--- src/rtl/irq_pkg.sv ---
package irq_pkg;

    localparam int DATA_W    = 32;
    localparam int ADDR_W    = 3;
    localparam int MIE_BIT   = 31;
    localparam int PINEN_BIT = 0;

    typedef enum logic [ADDR_W-1:0] {
        RA_ISTAT = 3'd0,
        RA_IEN   = 3'd1,
        RA_OSTAT = 3'd2,
        RA_OEN   = 3'd3,
        RA_CFG   = 3'd4
    } reg_addr_e;

    typedef struct packed {
        logic istat_clr;
        logic ien_we;
        logic ostat_clr;
        logic oen_we;
        logic cfg_we;
    } wr_strobe_t;

    function automatic wr_strobe_t decode_write(input logic we, input logic [ADDR_W-1:0] a);
        wr_strobe_t s;
        s = '0;
        if (we) begin
            case (a)
                RA_ISTAT: s.istat_clr = 1'b1;
                RA_IEN:   s.ien_we    = 1'b1;
                RA_OSTAT: s.ostat_clr = 1'b1;
                RA_OEN:   s.oen_we    = 1'b1;
                RA_CFG:   s.cfg_we    = 1'b1;
                default:  s = '0;
            endcase
        end
        return s;
    endfunction

endpackage

--- src/rtl/irq_level.sv ---
module irq_level #(
    parameter int N = 6
) (
    input  logic         clk,
    input  logic         rst,
    input  logic [N-1:0] set_i,
    input  logic         clr_we,
    input  logic         en_we,
    input  logic [N-1:0] wbits,
    output logic [N-1:0] stat_o,
    output logic [N-1:0] en_o,
    output logic         any_o
);

    logic [N-1:0] stat_q;
    logic [N-1:0] en_q;
    logic [N-1:0] clr_mask;

    assign clr_mask = clr_we ? wbits : '0;

    always_ff @(posedge clk) begin
        if (rst) begin
            stat_q <= '0;
            en_q   <= '0;
        end else begin
            stat_q <= (stat_q & ~clr_mask) | set_i;
            if (en_we) en_q <= wbits;
        end
    end

    assign stat_o = stat_q;
    assign en_o   = en_q;
    assign any_o  = |(stat_q & en_q);

    for (genvar i = 0; i < N; i++) begin : g_chk
        AST_SET_WINS: assert property (@(posedge clk) disable iff (rst)
            $past(set_i[i]) |-> stat_q[i]);
        AST_STICKY_HOLD: assert property (@(posedge clk) disable iff (rst)
            ($past(stat_q[i]) && !$past(clr_mask[i])) |-> stat_q[i]);
    end

endmodule

--- src/rtl/irq_regs.sv ---
module irq_regs
    import irq_pkg::*;
#(
    parameter int IN_N  = 6,
    parameter int OUT_N = 6
) (
    input  logic              clk,
    input  logic              rst,
    input  logic              wr_en,
    input  logic [ADDR_W-1:0] addr,
    input  logic              mie_wbit,
    input  logic              pinen_wbit,
    input  logic [IN_N-1:0]   istat,
    input  logic [IN_N-1:0]   ien,
    input  logic [OUT_N-1:0]  ostat,
    input  logic [OUT_N-1:0]  oen,
    output wr_strobe_t        strobe_o,
    output logic              mie_o,
    output logic              pinen_o,
    output logic [DATA_W-1:0] rdata
);

    logic mie_q;
    logic pinen_q;

    assign strobe_o = decode_write(wr_en, addr);

    always_ff @(posedge clk) begin
        if (rst) begin
            mie_q   <= 1'b0;
            pinen_q <= 1'b0;
        end else begin
            if (strobe_o.ien_we) mie_q   <= mie_wbit;
            if (strobe_o.cfg_we) pinen_q <= pinen_wbit;
        end
    end

    assign mie_o   = mie_q;
    assign pinen_o = pinen_q;

    always_comb begin
        rdata = '0;
        case (addr)
            RA_ISTAT: rdata[IN_N-1:0] = istat;
            RA_IEN: begin
                rdata[IN_N-1:0] = ien;
                rdata[MIE_BIT]  = mie_q;
            end
            RA_OSTAT: rdata[OUT_N-1:0] = ostat;
            RA_OEN:   rdata[OUT_N-1:0] = oen;
            RA_CFG:   rdata[PINEN_BIT] = pinen_q;
            default:  rdata = '0;
        endcase
    end

    AST_ONE_STROBE: assert property (@(posedge clk) disable iff (rst)
        $onehot0(strobe_o));

endmodule

--- src/rtl/irq_pin_hold.sv ---
module irq_pin_hold (
    input  logic clk,
    input  logic rst,
    input  logic open_i,
    input  logic d_i,
    output logic pin_o
);

    logic hold_q;

    always_ff @(posedge clk) begin
        if (rst)         hold_q <= 1'b0;
        else if (open_i) hold_q <= d_i;
    end

    assign pin_o = open_i ? d_i : hold_q;

    AST_PIN_FROZEN: assert property (@(posedge clk) disable iff (rst)
        (!open_i && $past(!open_i)) |-> $stable(pin_o));

endmodule

--- src/rtl/irq_cascade_top.sv ---
module irq_cascade_top
    import irq_pkg::*;
#(
    parameter int IN_N    = 6,
    parameter int OUT_N   = 6,
    parameter int SUM_POS = 0
) (
    input  logic              clk,
    input  logic              rst,
    input  logic [IN_N-1:0]   inner_evt,
    input  logic [OUT_N-2:0]  outer_evt,
    input  logic              wr_en,
    input  logic [ADDR_W-1:0] reg_addr,
    input  logic [DATA_W-1:0] wdata,
    output logic [DATA_W-1:0] rdata,
    output logic              irq_pin
);

    localparam int EXT_N = OUT_N - 1;

    wr_strobe_t       strobe;
    logic             mie;
    logic             pinen;
    logic [IN_N-1:0]  istat, ien;
    logic [OUT_N-1:0] ostat, oen;
    logic [OUT_N-1:0] oset;
    logic             inner_any;
    logic             inner_req;
    logic             outer_any;
    logic             unused_wbits;

    assign unused_wbits = ^wdata;

    irq_level #(.N(IN_N)) u_inner (
        .clk    (clk),
        .rst    (rst),
        .set_i  (inner_evt),
        .clr_we (strobe.istat_clr),
        .en_we  (strobe.ien_we),
        .wbits  (wdata[IN_N-1:0]),
        .stat_o (istat),
        .en_o   (ien),
        .any_o  (inner_any)
    );

    assign inner_req = inner_any & mie;

    always_comb begin
        int k;
        k = 0;
        oset = '0;
        for (int j = 0; j < OUT_N; j++) begin
            if (j == SUM_POS) begin
                oset[j] = inner_req;
            end else begin
                oset[j] = outer_evt[k];
                k = k + 1;
            end
        end
    end

    irq_level #(.N(OUT_N)) u_outer (
        .clk    (clk),
        .rst    (rst),
        .set_i  (oset),
        .clr_we (strobe.ostat_clr),
        .en_we  (strobe.oen_we),
        .wbits  (wdata[OUT_N-1:0]),
        .stat_o (ostat),
        .en_o   (oen),
        .any_o  (outer_any)
    );

    irq_regs #(.IN_N(IN_N), .OUT_N(OUT_N)) u_regs (
        .clk        (clk),
        .rst        (rst),
        .wr_en      (wr_en),
        .addr       (reg_addr),
        .mie_wbit   (wdata[MIE_BIT]),
        .pinen_wbit (wdata[PINEN_BIT]),
        .istat      (istat),
        .ien        (ien),
        .ostat      (ostat),
        .oen        (oen),
        .strobe_o   (strobe),
        .mie_o      (mie),
        .pinen_o    (pinen),
        .rdata      (rdata)
    );

    irq_pin_hold u_pin (
        .clk    (clk),
        .rst    (rst),
        .open_i (pinen),
        .d_i    (outer_any),
        .pin_o  (irq_pin)
    );

    AST_SUM_SET: assert property (@(posedge clk) disable iff (rst)
        $past(inner_req) |-> ostat[SUM_POS]);
    AST_MIE_BLOCK: assert property (@(posedge clk) disable iff (rst)
        (!$past(mie) && !$past(ostat[SUM_POS])) |-> !ostat[SUM_POS]);
    AST_SUM_STAYS: assert property (@(posedge clk) disable iff (rst)
        ($past(ostat[SUM_POS]) && $past(inner_req && strobe.ostat_clr)) |-> ostat[SUM_POS]);
    AST_PIN_TRANSPARENT: assert property (@(posedge clk) disable iff (rst)
        pinen |-> (irq_pin == |(ostat & oen)));
    AST_RESET_QUIET: assert property (@(posedge clk)
        $past(rst) |-> (!irq_pin && !pinen && !mie));

endmodule

--- config.mk ---
export PLATFORM = sky130hd
export DESIGN_NAME = irq_cascade_top
export DESIGN_NICKNAME = d
export VERILOG_FILES = /design/src/rtl/irq_pkg.sv /design/src/rtl/irq_level.sv /design/src/rtl/irq_regs.sv /design/src/rtl/irq_pin_hold.sv /design/src/rtl/irq_cascade_top.sv
export SDC_FILE = /design/constraint.sdc
export NUM_CORES = 1
export LEC_CHECK = 0
export BUFFER_PORTS_ARGS = -buffer_cell sky130_fd_sc_hd__buf_2
export CAP_MARGIN = 20
export CORE_MARGIN = 2
export CORE_UTILIZATION = 47
export CTS_CLUSTER_SIZE = 14
export DETAILED_ROUTE_END_ITERATION = 10
export PLACE_DENSITY = 0.9
export SETUP_SLACK_MARGIN = 0.4
export SLEW_MARGIN = 20
export SYNTH_ARGS = -nofsm -noshare
export SYNTH_HDL_FRONTEND = slang
export SYNTH_SLANG_ARGS = --single-unit
--- constraint.sdc ---
create_clock -name clk -period 3.58 [get_ports clk]
set_clock_uncertainty 0.1 [all_clocks]
set_input_delay 0.716 -clock clk [delete_from_list [all_inputs] [get_ports clk]]
set_output_delay 0.716 -clock clk [all_outputs]
set_load 0.01 [all_outputs]
# --- Word-level counts from Yosys, hierarchy flattened ---
# Index checks and enable logic that the tools add are counted.
word_totals:
  regBits: 27
  inputBits: 49
  out_inout_bits: 33
  wordCells: 35
op_classes:
  n_eq_ne: 4
  mux: 12
  n_bitwise: 9
  n_reduce_logical: 3
op_table:
  columns: ["op", "n"]
  rows:
  - ["$and A6 B6 Y6", 4]
  - ["$pmux W5 S4", 1]
  - ["$mux W6", 2]
  - ["$not A6 Y6", 2]
  - ["$or A6 B6 Y6", 2]
  - ["$reduce_or A6 Y1", 2]
  - ["$mux W1", 7]
  - ["$eq A3 B2 Y1 const B", 2]
  - ["$mux W5", 1]
  - ["$pmux W1 S5", 1]
  - ["$eq A3 B1 Y1 const B", 1]
  - ["$eq A3 B3 Y1 const B", 1]
  - ["$logic_not A3 Y1", 1]
  - ["$and A1 B1 Y1", 1]

# --- Longest topological paths before layout ---
logic_depth:
  ltp_word: 7
  mapped_depth: 4

# --- Hierarchy ---
# From an unflattened synthesis, not the netlist that was laid out.
hier_totals:
  hier_cells: 148
  hier_area_um2: 1574.0
by_module_without_submodules:
  columns: ["mod", "instances", "cells_per_inst", "area_each_um2", "seq_area_each_um2"]
  rows:
  - ["irq_level", 2, 42, 478.0, 240.2]
  - ["irq_regs", 1, 60, 563.0, 40.0]
  - ["irq_pin_hold", 1, 3, 48.8, 20.0]
  - ["irq_cascade_top", 1, 1, 6.3, 0.0]

# --- Worst setup path after synthesis ---
# Ideal clock, no wire load.
synth_path:
  kind: "input-to-output"
  from: "input reg_addr[1]"
  to: "output rdata[1]"
  arrival_ns: 1.493
  required_ns: 2.764
  slack_ns: 1.271
  path_stages: 3
  path_buffers: 1
  path_cell_list: "buf_6 > mux4_2 > nor2b_1"
synth_between:
  elab_chain_len: 2
  word_cells_on_any_way: 5
  cone_classes: "3 x eq/ne; 1 x mux; 1 x reduce/logical"
synth_rtl:
  columns: ["item", "line", "rtl"]
  rows:
  - ["start, declared", "irq_cascade_top.sv:13", "input logic [ADDR_W-1:0] reg_addr,"]
  - ["$eq A3 B2 Y1, or another cell as far along", "irq_regs.sv:43", "case (addr)"]
  - ["$pmux W5 S4 *", "irq_regs.sv:43", null]
  - ["end, declared", "irq_cascade_top.sv:15", "output logic [DATA_W-1:0] rdata,"]
# Every way passes the cells marked *; elsewhere a longest branch is shown, timed or not.

# --- Final worst setup path ---
layout_path:
  from: "input reg_addr[1]"
  to: "output rdata[3]"
# Same word-level chain as after synthesis.

==> summary.txt <==
Power and ir drop
  • Leak Pwr: 0.762 nW
  • Maximum ir drop on the vdd rail: 216 uV
  • Overall power of the completed layout: 534 uW
  • Power Dens Cells: 336 nW/um^2

STA
  • TNS Setup: 0 ns
  • Unrepaired setup endpoints after global routing: false
  • Final worst path period share: 0.743
  • Maximum clock frequency: 0.376 GHz
  • Count of final max-slew check failures: 0
  • Number of failing hold endpoints at the final stage: 0
  • Final-report setup violation count: 0
  • Final critical-path required period: 2.66 ns
  • Worst path setup slack after routing: 0.919 ns

Global route
  • GRT Overall Usage: 0.178
  • Vias in the first global route: 1069
  • Global-route wire length before repair: 4790 um
  • Remaining Overflow, GRT: 0
  • Maximum number of pins on one net before global-route repair: 29
  • Antenna violations before repair: 0

Synth
  • Unique cell type count in the Yosys netlist: 24
  • Synthesized cell area: 1490 um^2
  • Mean instance size in the synthesized netlist: 9.18 um^2
  • Sequential cell area fraction in the yosys report: 0.364
  • Yosys warning total: 0
  • Register bit total from synthesis: 27
  • Cell count after synthesis: 162

Critical path
  • Crit path capture type: primary output
  • Critical path required time: 2.76 ns
  • Critical path startpoint: reg_addr[1]
  • WP data arrival: 1.84 ns
  • Kind of launch point of the worst setup path: input pin
  • Critical path fanouts, max: 13
  • Worst R2R Start: u_outer.stat_o[4]$_SDFF_PP0_
  • Type of the worst setup path: in2out

CTS
  • Number of H-tree branching levels: 1
  • Number of buffers added by the clock tree synthesis step: 3
  • Clock root cell: sky130_fd_sc_hd__clkbuf_4
  • Clock transition at the registers of the reported paths: 0.13 ns
  • CTS tree: built
  • Clock latency of the later-clocked register in the worst-skew pair: 0.32 ns
  • Number of post-CTS setup repair buffers: 0
  • Deepest clock path buffer count: 2
  • Number of sinks driven by the clock tree: 27
  • Number of cells upsized or downsized after cts: 0
  • Cts hold-fix bufs: 0

Detailed routing
  • Number of DRC violations after detailed-routing iteration 0: 30
  • Vias after detailed routing: 1149
  • Via/cell ratio: 4.93
  • DRC errors left: 0
  • Number of routed nets with antenna violations: 0
  • Post-Route WL: 2880 um
  • Iteration count of the initial detailed-routing pass: 4
  • Routed length per placed instance: 12.4 um

Place
  • Weighted congestion at the end of routability-driven global placement: 0.819
  • Placed Area: 1560 um^2
  • Pre-CTS setup slack: 0.911 ns
  • Placed wire-length estimate: 2150 um
  • # port buffers: 31

Die
  • Rows: 20
  • Die Ht: 60.2 um
  • Die boundary width: 60.2 um
  • Initial core utilization: 0.491
  • Placeable core area: 3030 um^2
  • Die Outline Area: 3630 um^2
  • Number of top-level design ports: 82

Flow run
  • Number of maximum-capacitance constraint violations: 0

Finish
  • Area taken by flip-flops and latches: 541 um^2
  • Most used cells in the layout excluding fill and tap cells: sky130_fd_sc_hd__buf_2 (31), sky130_fd_sc_hd__dfxtp_1 (27), sky130_fd_sc_hd__conb_1 (25)
  • Cell area after layout: 1590 um^2
  • Filler Cell Count: 317
  • Multi-input gate area: 739 um^2
  • Synth-to-Final Area Change: 6.82%
  • Layout cells sized above 1: 0.233
  • Net count, final: 239
  • Most frequent standard cell in the layout excluding fill and tap cells: sky130_fd_sc_hd__buf_2
  • Number of diodes added for antenna fixing: 0

Min path
  • Classification of the worst-slack hold path: reg2reg
  • Hold path start: u_inner.stat_o[1]$_SDFF_PP0_

Run status
  • Result of the run: completed
==> registers in the layout, indices dropped and copies added (netlist names) <==
signal	cells
u_inner.en_o	6
u_pin.hold_q	1
u_outer.stat_o	6
u_inner.stat_o	6
u_regs.pinen_o	1
u_regs.mie_o	1
u_outer.en_o	6
==> where the power goes <==
group	total [mW]	switching, mW	leakage [nW]	internal (mW)
logic	0.0832	0.0482	0.525	0.0350
clock network	0.128	0.0839	0.0150	0.0437
registers	0.323	0.00958	0.222	0.313
==> layer usage <==
metal | global-route usage | vias up | wire (um)
met4 | 0.0667 | 0 | 27
met5 | 0 | - | 0
met2 | 0.311 | 52 | 1460
met1 | 0.221 | 541 | 1190
met3 | 0.0238 | 3 | 213
li1 | - | 553 | -
==> final cells by class <==
cell class,instances,area share
timing repair buffer,31,0.0977
sequential,27,0.340
inverter,19,0.0449
multi-input combinational,108,0.466
clock buffer,4,0.0165
tap,44,0.0347
==> cells in the mapped netlist (all sizes together) <==
cell / instances / area, um^2
nor4b: 1 / 8.76
or4b: 1 / 13.8
nor2b: 7 / 43.8
mux2i: 14 / 140
nand4b: 1 / 15.0
buf: 29 / 214
nand3: 1 / 5.00
inv: 19 / 71.3
o21ai: 13 / 65.1
nor2: 16 / 60.1
conb: 1 / 3.75
clkbuf: 3 / 11.3
nand2: 1 / 3.75
a21oi: 11 / 55.1
a311o: 1 / 10.0
and4bb: 2 / 25.0
a41oi: 1 / 8.76
nand4bb: 1 / 11.3
a22oi: 6 / 45.0
dfxtp: 27 / 541
mux4: 6 / 135
==> kinds of logic (layout without fill, tap and decap cells) <==
| kind of cell | after synthesis | count (layout) | synth area share |
|---|---|---|---|
| flops | 27 | 27 | 0.364 |
| mux | 20 | 20 | 0.185 |
| simple gates | 31 | 31 | 0.125 |
| other cells | 1 | 25 | 0.00252 |
| buf+inv | 51 | 54 | 0.199 |
| compound gates | 32 | 32 | 0.124 |
==> path summary, 6_finish.rpt <==
| path | end | slack [ns] | depth (start not counted) |
|---|---|---|---|
| setup / recovery | rdata[3] | 0.92 | 4 |
| hold / removal | u_inner.stat_o[1]$_SDFF_PP0_ | 0.41 | 2 |
| setup reg to reg | u_pin.hold_q$_SDFF_PP0_ | 2.45 | 3 |
| hold reg to reg | u_inner.stat_o[1]$_SDFF_PP0_ | 0.41 | 2 |
==> worst max-delay path: stages <==
cell and delay, ns:
sky130_fd_sc_hd__buf_2 0.28, sky130_fd_sc_hd__mux4_2 0.54, sky130_fd_sc_hd__nor2b_1 0.15, sky130_fd_sc_hd__buf_2 0.14
==> through the flow <==
step,hold slack [ns],std cells,utilization
after floorplan,0.360,186,-
after global placement,0.382,229,0.516
after detailed placement,0.399,229,0.516
after CTS,0.418,233,0.524
after global routing,0.448,233,0.524
final,0.412,233,0.524
(Power assumes the default switching activity.)
